--- src/rtl/oneshot_tmr_pkg.sv ---
`timescale 1ns/1ps
package oneshot_tmr_pkg;

  localparam int REG_SEL_W = 4;
  localparam int T2_BIT    = 5;

  typedef enum logic [REG_SEL_W-1:0] {
    SLOT_CNT_LO = 4'h8,
    SLOT_CNT_HI = 4'h9,
    SLOT_MODE   = 4'hB,
    SLOT_FLAGS  = 4'hD,
    SLOT_ENABLE = 4'hE
  } reg_slot_e;

  typedef struct packed {
    logic lo_wr;
    logic hi_wr;
    logic lo_rd;
    logic mode_wr;
    logic flags_wr;
    logic enable_wr;
  } bus_strobe_t;

endpackage

--- src/rtl/tmr_bus_decode.sv ---
`timescale 1ns/1ps
module tmr_bus_decode
  import oneshot_tmr_pkg::*;
#(
  parameter int ADDR_W = 11
) (
  input  logic                 cs,
  input  logic [ADDR_W-1:0]    addr,
  input  logic                 rd,
  input  logic                 wr,
  output logic [REG_SEL_W-1:0] sel,
  output bus_strobe_t          stb
);
  // Upper address bits alias onto the same sixteen slots.
  logic unused_upper;
  assign unused_upper = ^addr[ADDR_W-1:REG_SEL_W];
  assign sel = addr[REG_SEL_W-1:0];

  logic wr_q, rd_q;
  assign wr_q = cs && wr;
  assign rd_q = cs && rd;

  always_comb begin
    stb           = '0;
    stb.lo_wr     = wr_q && (sel == SLOT_CNT_LO);
    stb.hi_wr     = wr_q && (sel == SLOT_CNT_HI);
    stb.mode_wr   = wr_q && (sel == SLOT_MODE);
    stb.flags_wr  = wr_q && (sel == SLOT_FLAGS);
    stb.enable_wr = wr_q && (sel == SLOT_ENABLE);
    stb.lo_rd     = rd_q && (sel == SLOT_CNT_LO);
  end
endmodule

--- src/rtl/tmr_t2_core.sv ---
`timescale 1ns/1ps
module tmr_t2_core #(
  parameter int DATA_W = 8,
  localparam int CNT_W = 2 * DATA_W
) (
  input  logic              clk,
  input  logic              rst_n,
  input  logic              lo_wr,
  input  logic              hi_wr,
  input  logic              lo_rd,
  input  logic              flag_clr,
  input  logic              hold,
  input  logic [DATA_W-1:0] wdata,
  output logic [CNT_W-1:0]  cnt,
  output logic              flag,
  output logic              armed
);
  logic [DATA_W-1:0] latch_q;
  logic              timeout;

  // Timeout is the armed pass from zero to all ones.
  assign timeout = armed && !hold && (cnt == '0);

  always_ff @(posedge clk or negedge rst_n) begin
    if (!rst_n) begin
      latch_q <= '0;
      cnt     <= '0;
      armed   <= 1'b0;
      flag    <= 1'b0;
    end else begin
      if (lo_wr) latch_q <= wdata;
      if (hi_wr) begin
        cnt   <= {wdata, latch_q};
        armed <= 1'b1;
        flag  <= 1'b0;
      end else begin
        if (!hold) cnt <= cnt - 1'b1;
        if (timeout) begin
          flag  <= 1'b1;
          armed <= 1'b0;
        end else if (lo_rd || flag_clr) begin
          flag <= 1'b0;
        end
      end
    end
  end
endmodule

--- src/rtl/tmr_irq_ctrl.sv ---
`timescale 1ns/1ps
module tmr_irq_ctrl
  import oneshot_tmr_pkg::*;
#(
  parameter int DATA_W = 8,
  localparam int SRC_W = DATA_W - 1
) (
  input  logic              clk,
  input  logic              rst_n,
  input  logic              enable_wr,
  input  logic [DATA_W-1:0] wdata,
  input  logic              t2_flag,
  output logic [SRC_W-1:0]  ien,
  output logic [DATA_W-1:0] flags_byte,
  output logic              irq_n
);
  logic [SRC_W-1:0] src;
  logic             any_active;

  always_comb begin
    src         = '0;
    src[T2_BIT] = t2_flag;
  end

  always_ff @(posedge clk or negedge rst_n) begin
    if (!rst_n) begin
      ien <= '0;
    end else if (enable_wr) begin
      if (wdata[DATA_W-1]) ien <= ien | wdata[SRC_W-1:0];
      else                 ien <= ien & ~wdata[SRC_W-1:0];
    end
  end

  assign any_active = |(src & ien);
  assign flags_byte = {any_active, src};
  assign irq_n      = !any_active;
endmodule

--- src/rtl/oneshot_tmr.sv ---
`timescale 1ns/1ps
module oneshot_tmr
  import oneshot_tmr_pkg::*;
#(
  parameter int ADDR_W = 11,
  parameter int DATA_W = 8
) (
  input  logic              clk,
  input  logic              rst_n,
  input  logic              cs,
  input  logic [ADDR_W-1:0] addr,
  input  logic              rd,
  input  logic              wr,
  input  logic [DATA_W-1:0] wdata,
  output logic [DATA_W-1:0] rdata,
  output logic              irq_n
);
  localparam int CNT_W = 2 * DATA_W;

  logic [REG_SEL_W-1:0] sel;
  bus_strobe_t          stb;
  logic [DATA_W-1:0]    mode_q;
  logic [CNT_W-1:0]     t2_cnt;
  logic                 t2_flag;
  logic                 t2_armed;
  logic [DATA_W-2:0]    ien_q;
  logic [DATA_W-1:0]    flags_byte;

  tmr_bus_decode #(.ADDR_W(ADDR_W)) u_dec (
    .cs(cs), .addr(addr), .rd(rd), .wr(wr), .sel(sel), .stb(stb)
  );

  always_ff @(posedge clk or negedge rst_n) begin
    if (!rst_n)           mode_q <= '0;
    else if (stb.mode_wr) mode_q <= wdata;
  end

  tmr_t2_core #(.DATA_W(DATA_W)) u_core (
    .clk(clk), .rst_n(rst_n),
    .lo_wr(stb.lo_wr), .hi_wr(stb.hi_wr), .lo_rd(stb.lo_rd),
    .flag_clr(stb.flags_wr && wdata[T2_BIT]),
    .hold(mode_q[T2_BIT]), .wdata(wdata),
    .cnt(t2_cnt), .flag(t2_flag), .armed(t2_armed)
  );

  tmr_irq_ctrl #(.DATA_W(DATA_W)) u_irq (
    .clk(clk), .rst_n(rst_n),
    .enable_wr(stb.enable_wr), .wdata(wdata), .t2_flag(t2_flag),
    .ien(ien_q), .flags_byte(flags_byte), .irq_n(irq_n)
  );

  always_comb begin
    rdata = '0;
    if (cs && rd) begin
      case (sel)
        SLOT_CNT_LO: rdata = t2_cnt[DATA_W-1:0];
        SLOT_CNT_HI: rdata = t2_cnt[CNT_W-1:DATA_W];
        SLOT_MODE:   rdata = mode_q;
        SLOT_FLAGS:  rdata = flags_byte;
        SLOT_ENABLE: rdata = {1'b1, ien_q};
        default:     rdata = '0;
      endcase
    end
  end
endmodule

--- config.mk ---
export PLATFORM = sky130hd
export DESIGN_NAME = oneshot_tmr
export DESIGN_NICKNAME = d
export VERILOG_FILES = /design/src/rtl/oneshot_tmr_pkg.sv /design/src/rtl/tmr_bus_decode.sv /design/src/rtl/tmr_t2_core.sv /design/src/rtl/tmr_irq_ctrl.sv /design/src/rtl/oneshot_tmr.sv
export SDC_FILE = /design/constraint.sdc
export NUM_CORES = 1
export LEC_CHECK = 0
export BUFFER_PORTS_ARGS = -buffer_cell sky130_fd_sc_hd__clkbuf_2
export CAP_MARGIN = 20
export CORE_MARGIN = 2
export CORE_UTILIZATION = 29
export CTS_CLUSTER_DIAMETER = 80
export DETAILED_ROUTE_END_ITERATION = 8
export PLACE_DENSITY = 0.53
export SLEW_MARGIN = 20
export SYNTH_ARGS = -nofsm -noshare
export SYNTH_HDL_FRONTEND = slang
export SYNTH_SLANG_ARGS = --single-unit
--- constraint.sdc ---
create_clock -name clk -period 2 [get_ports clk]
set_input_delay 0.2 -clock clk [delete_from_list [all_inputs] [get_ports clk]]
set_output_delay 0.2 -clock clk [all_outputs]
set_load 0.005 [all_outputs]
# Word level (Yosys, flattened, before mapping)
# Index checks and enable logic that the tools add are counted.
[classes]
addsub = 1
multipliers = 0
div_mod_pow = 0
magnitude_cmp = 0
eq_ne = 6
shifts = 0
muxes = 10
n_bitwise = 4
n_reduce_logical = 18
[ops]
columns = ["operator", "n"]
rows = [
  ["$pmux 8 s5", 1],
  ["$mux 16", 2],
  ["$eq 4x4->1 const B", 5],
  ["$logic_not 16->1", 1],
  ["$sub 16x1->16 const B", 1],
  ["$logic_and 1x1->1", 11],
  ["$mux 8", 1],
  ["$and 6x7->7", 1],
  ["$and 7x7->7", 1],
  ["$mux 7", 1],
  ["$not 7->7", 1],
  ["$or 7x7->7", 1],
  ["$reduce_or 7->1", 1],
  ["$mux 1", 5],
  ["$reduce_bool 3->1", 1],
  ["$logic_not 1->1", 2],
  ["$ne 2x1->1 const B", 1],
  ["$reduce_bool 2->1", 1],
  ["$logic_or 1x1->1", 1],
]
[totals]
register_bits = 41
latchBits = 0
ram_bits = 0
mem_bits_ro = 0
in_bits = 24
output_inout_bits = 9
wordCells = 45
n_memories = 0

# Logic depth before layout (Yosys ltp)
[logic_depth]
word_depth = 7
ltp_mapped = 7
depth_no_buf = 6

# Modules after synthesis
# A second synthesis with hierarchy kept.
[hier_totals]
hier_cells = 261
hier_area_um2 = 2585.0
[modules_own_cells]
columns = ["mod", "instances", "cells_per_inst", "area_per_inst_um2", "seq_area_each_um2"]
rows = [
  ["tmr_t2_core", 1, 119, 1253.7, 650.6],
  ["oneshot_tmr", 1, 92, 872.1, 200.2],
  ["tmr_irq_ctrl", 1, 32, 351.6, 175.2],
  ["tmr_bus_decode", 1, 18, 107.6, 0.0],
]

# Least setup slack after synthesis
# Ideal clock, no wire load.
[synth_path]
path_kind = "register to register"
from = "register u_core.cnt[0]"
to = "register u_core.cnt[8]"
setup_time_ns = 0.127
arrival_time_ns = 1.572
t_required_ns = 1.873
path_slack_ns = 0.300
stages_incl_launch_ff = 8
synth_period_minus_slack_ns = 1.700
path_cell_list = "dfrtp_1 > inv_1 > ha_1 > or3b_1 > clkbuf_1 > nor3b_1 > xnor2_1 > o21ai_0"
[synth_via]
elab_chain_len = 3
[synth_lines]
columns = ["element", "line_no", "text"]
rows = [
  ["from (decl)", "tmr_t2_core.sv:14", "output logic [CNT_W-1:0] cnt,"],
  ["from (signal assigned)", "tmr_t2_core.sv:33", "cnt <= {wdata, latch_q};"],
  ["from (signal assigned)", "tmr_t2_core.sv:37", "if (!hold) cnt <= cnt - 1'b1;"],
  ["$sub 16x1->16", "tmr_t2_core.sv:37", ""],
  ["$mux 16", "tmr_t2_core.sv:37", ""],
  ["$mux 16", "tmr_t2_core.sv:32", "if (hi_wr) begin"],
]
# No other way between the ends. The select of a mux whose other input is x is not followed.
# A chain may end at the register's enable or synchronous reset.

# Final worst setup path
[layout_path]
from = "register u_core.cnt[10]"
to = "register u_core.cnt[15]"
# The elaborated chain is that of the path after synthesis.

==> flow_metrics.env <==
export IMPL_status="finished, final reports clean"
export IMPL_critPathTopFamily="simple AND/OR/NAND/NOR gates"
export IMPL_critPathKind="flip-flop to flip-flop"
export IMPL_hold_path_class="input pin to flip-flop"
export IMPL_switchingPower_mw=0.855
export IMPL_htreeDepth=2
export IMPL_synth_edf_count=0
export IMPL_clkPwrFrac=0.229
export IMPL_critPathLaunchType="flip-flop"
export IMPL_cts_root_buffer="clkbuf_8"
export IMPL_viasPerCell=5.07
export IMPL_initial_utilization=0.303
export IMPL_synth_cell_types=40
export IMPL_core_area_mm2=0.00733
export IMPL_fp_dieH_um=91.5
export IMPL_crit_path_max_fanout=5
export IMPL_timing_fmax_mhz=547
export IMPL_track_usage=0.147
export IMPL_power_leakage_nw=1.07
export IMPL_maxCapViolCount=0
export IMPL_clockBufferDepth=2
export IMPL_fin_worst_skew_ns=0.00593
export IMPL_grt_pass1_vias=1780
export IMPL_cts_tree="yes"
export IMPL_power_share_switching=0.331
export IMPL_cts_buffers=5
export IMPL_firstDrtPassIters=5
export IMPL_syn_area_mm2=0.00222
export IMPL_synthArstFlopShare=1.00
export IMPL_grt_setup_unrepaired="no"
export IMPL_worstPathCellList="nor4_1 > nand3_1 > or4_1 > a31oi_1"
export IMPL_tns_ns=0
export IMPL_syn_area_per_cell_um2=10.3
export IMPL_fin_util=0.357
export IMPL_tightest_slew_ns=0.982
export IMPL_p_per_area_mw_per_mm2=987
export IMPL_io_pins=33
export IMPL_grt_overflow_total=0
export IMPL_mostFrequentLayoutCells="dfrtp_1 (41), nand2_1 (25), clkbuf_2 (25)"
export IMPL_hold_viol=0
export IMPL_period_share=0.913
export IMPL_syn_num_nets=241
export IMPL_antenna_found_initial=0
export IMPL_hpwl_um=4120
export IMPL_gp_congestion=0.854
export IMPL_power_total_mw=2.58
export IMPL_die_w_um=91.5
export IMPL_drt_iter0_drc=75
export IMPL_critPathArrivalTime_ns=2.05
export IMPL_io_buffers=25
export IMPL_ys_seq_area_frac=0.462
export IMPL_clk_insertion_delay_late_ns=0.29
export IMPL_avgRoutedWirePerCell_um=16.5
export IMPL_cp_end_kind="flip-flop"
export IMPL_seqPwrFrac=0.506
export IMPL_vdd_drop_max_mv=0.565
export IMPL_cp_required_ns=2.22
export IMPL_syn_to_final_growth_pct=17.7
export IMPL_clk_pin_slew_ns=0.08
export IMPL_diodes=0
export IMPL_grt_max_degree=25
export IMPL_path_buf_inv=0
export IMPL_final_layout_size_suffix_gt1_frac=0.299
export IMPL_crit_slowest_cell="nor4_1"
export IMPL_ys_warn_count=0
export IMPL_syn_instance_count=216
export IMPL_cpPeakStageDelay_ns=0.51
export IMPL_slew_headroom=0.342
export IMPL_drc=0
export IMPL_setup_viol=0
export IMPL_wl_um=5790
export IMPL_die_area_mm2=0.00837
export IMPL_power_internal_mw=1.73
export IMPL_synth_ff_type="dfrtp_1"
export IMPL_slew_violations=0
export IMPL_vias=1774
export IMPL_fin_crit_ns=1.83
export IMPL_synth_seq_cells=41
export IMPL_grt_pass1_wl_um=9450
export IMPL_ant_nets=0
export IMPL_cts_num_sinks=41
export IMPL_final_common_cell="dfrtp_1"
export IMPL_rows=31
export IMPL_layout_nets=275
export IMPL_num_fill_cells=769
export IMPL_cts_resized=0
export IMPL_comb_power_share=0.265
[cell families after synthesis]
family,synth area share
compound gates,0.133
buf+inv,0.0406
mux,0.117
simple gates,0.199
xor+xnor,0.0434
flops,0.462
fa+ha+maj,0.00563
[power by group through the flow]
stage | clock [mW] | combinational, mW | sequential [mW]
after global placement | 0 | 0.673 | 1.32
after floorplan | 0 | 0.475 | 1.25
after CTS | 0.611 | 0.693 | 1.31
after detailed placement | 0 | 0.687 | 1.32
after global routing | 0.645 | 0.776 | 1.35
final | 0.592 | 0.684 | 1.31
[stage by stage]
step,area (um^2),setup slack [ns],hold slack (ns),std cells
after global routing,2620,0.0662,0.169,350
after detailed placement,2500,0.211,0.175,341
after CTS,2620,0.187,0.154,350
after floorplan,2220,0.300,-0.0956,216
after global placement,2500,0.220,0.175,341
final,2620,0.173,0.162,350
[worst register-to-register path: stages, from the launching register on]
cell and delay (ns):
dfrtp_1 0.43, nor4_1 0.51, nand3_1 0.23, or4_1 0.43
a31oi_1 0.16
[Yosys cell counts, types with 2 or more instances]
cell type | instances | area share
clkbuf_1 | 2 | 0.0034
o21ai_0 | 10 | 0.023
nand4_1 | 3 | 0.0085
nor2_1 | 10 | 0.017
a21oi_1 | 11 | 0.025
nor3_1 | 2 | 0.0045
or4_1 | 3 | 0.010
nand2_1 | 25 | 0.042
buf_2 | 9 | 0.020
o211ai_1 | 3 | 0.010
a22oi_1 | 15 | 0.051
xnor2_1 | 5 | 0.020
nand2b_1 | 2 | 0.0056
buf_6 | 2 | 0.010
and4b_1 | 2 | 0.0090
mux2_2 | 22 | 0.11
xor2_1 | 6 | 0.024
or3_1 | 2 | 0.0056
nand3_1 | 9 | 0.020
nor4_1 | 3 | 0.0085
a31oi_1 | 4 | 0.011
dfrtp_1 | 41 | 0.46
nor3b_1 | 3 | 0.010
and3_1 | 4 | 0.011
inv_1 | 3 | 0.0051
[cell type report]
cell class              count  area, um^2  share of cell area
clock buffers               7        96.3              0.0368
clock inverters             1        5.00             0.00191
inverters                   3        11.3             0.00431
multi-input cells         158        1100               0.422
flip-flops and latches     41        1030               0.392
well taps                  99         124              0.0474
repair buffers             41         248              0.0947
[layer usage]
| metal | GRT usage | share of wire |
|---|---|---|
| met5 | 0 | 0 |
| met4 | 0.0391 | 0.0054 |
| met3 | 0.0249 | 0.024 |
| met2 | 0.253 | 0.51 |
| met1 | 0.191 | 0.46 |
[what timing repair did]
action | CTS | global route
hold buffers | 1 | 0
buffers inserted | 0 | 0
endpoints found under the hold margin | 17 | 0
[final timing paths]
path / start / endpoint / slack, ns / cells after the start
max in group asynchronous: rst_n / async pin / 0.91 / 3
min reg2reg: u_core.latch_q[3]$_DFFE_PN0P_ / u_core.cnt[3]$_DFFE_PN0P_ / 0.48 / 2
max reg2reg: u_core.cnt[10]$_DFFE_PN0P_ / u_core.cnt[15]$_DFFE_PN0P_ / 0.17 / 4
max: u_core.cnt[10]$_DFFE_PN0P_ / u_core.cnt[15]$_DFFE_PN0P_ / 0.17 / 4
min: wdata[2] / u_core.cnt[10]$_DFFE_PN0P_ / 0.16 / 3
min in group asynchronous: rst_n / u_core.latch_q[0]$_DFFE_PN0P_ / 0.40 / 2
Note: power is estimated with default switching activity, not from simulation.
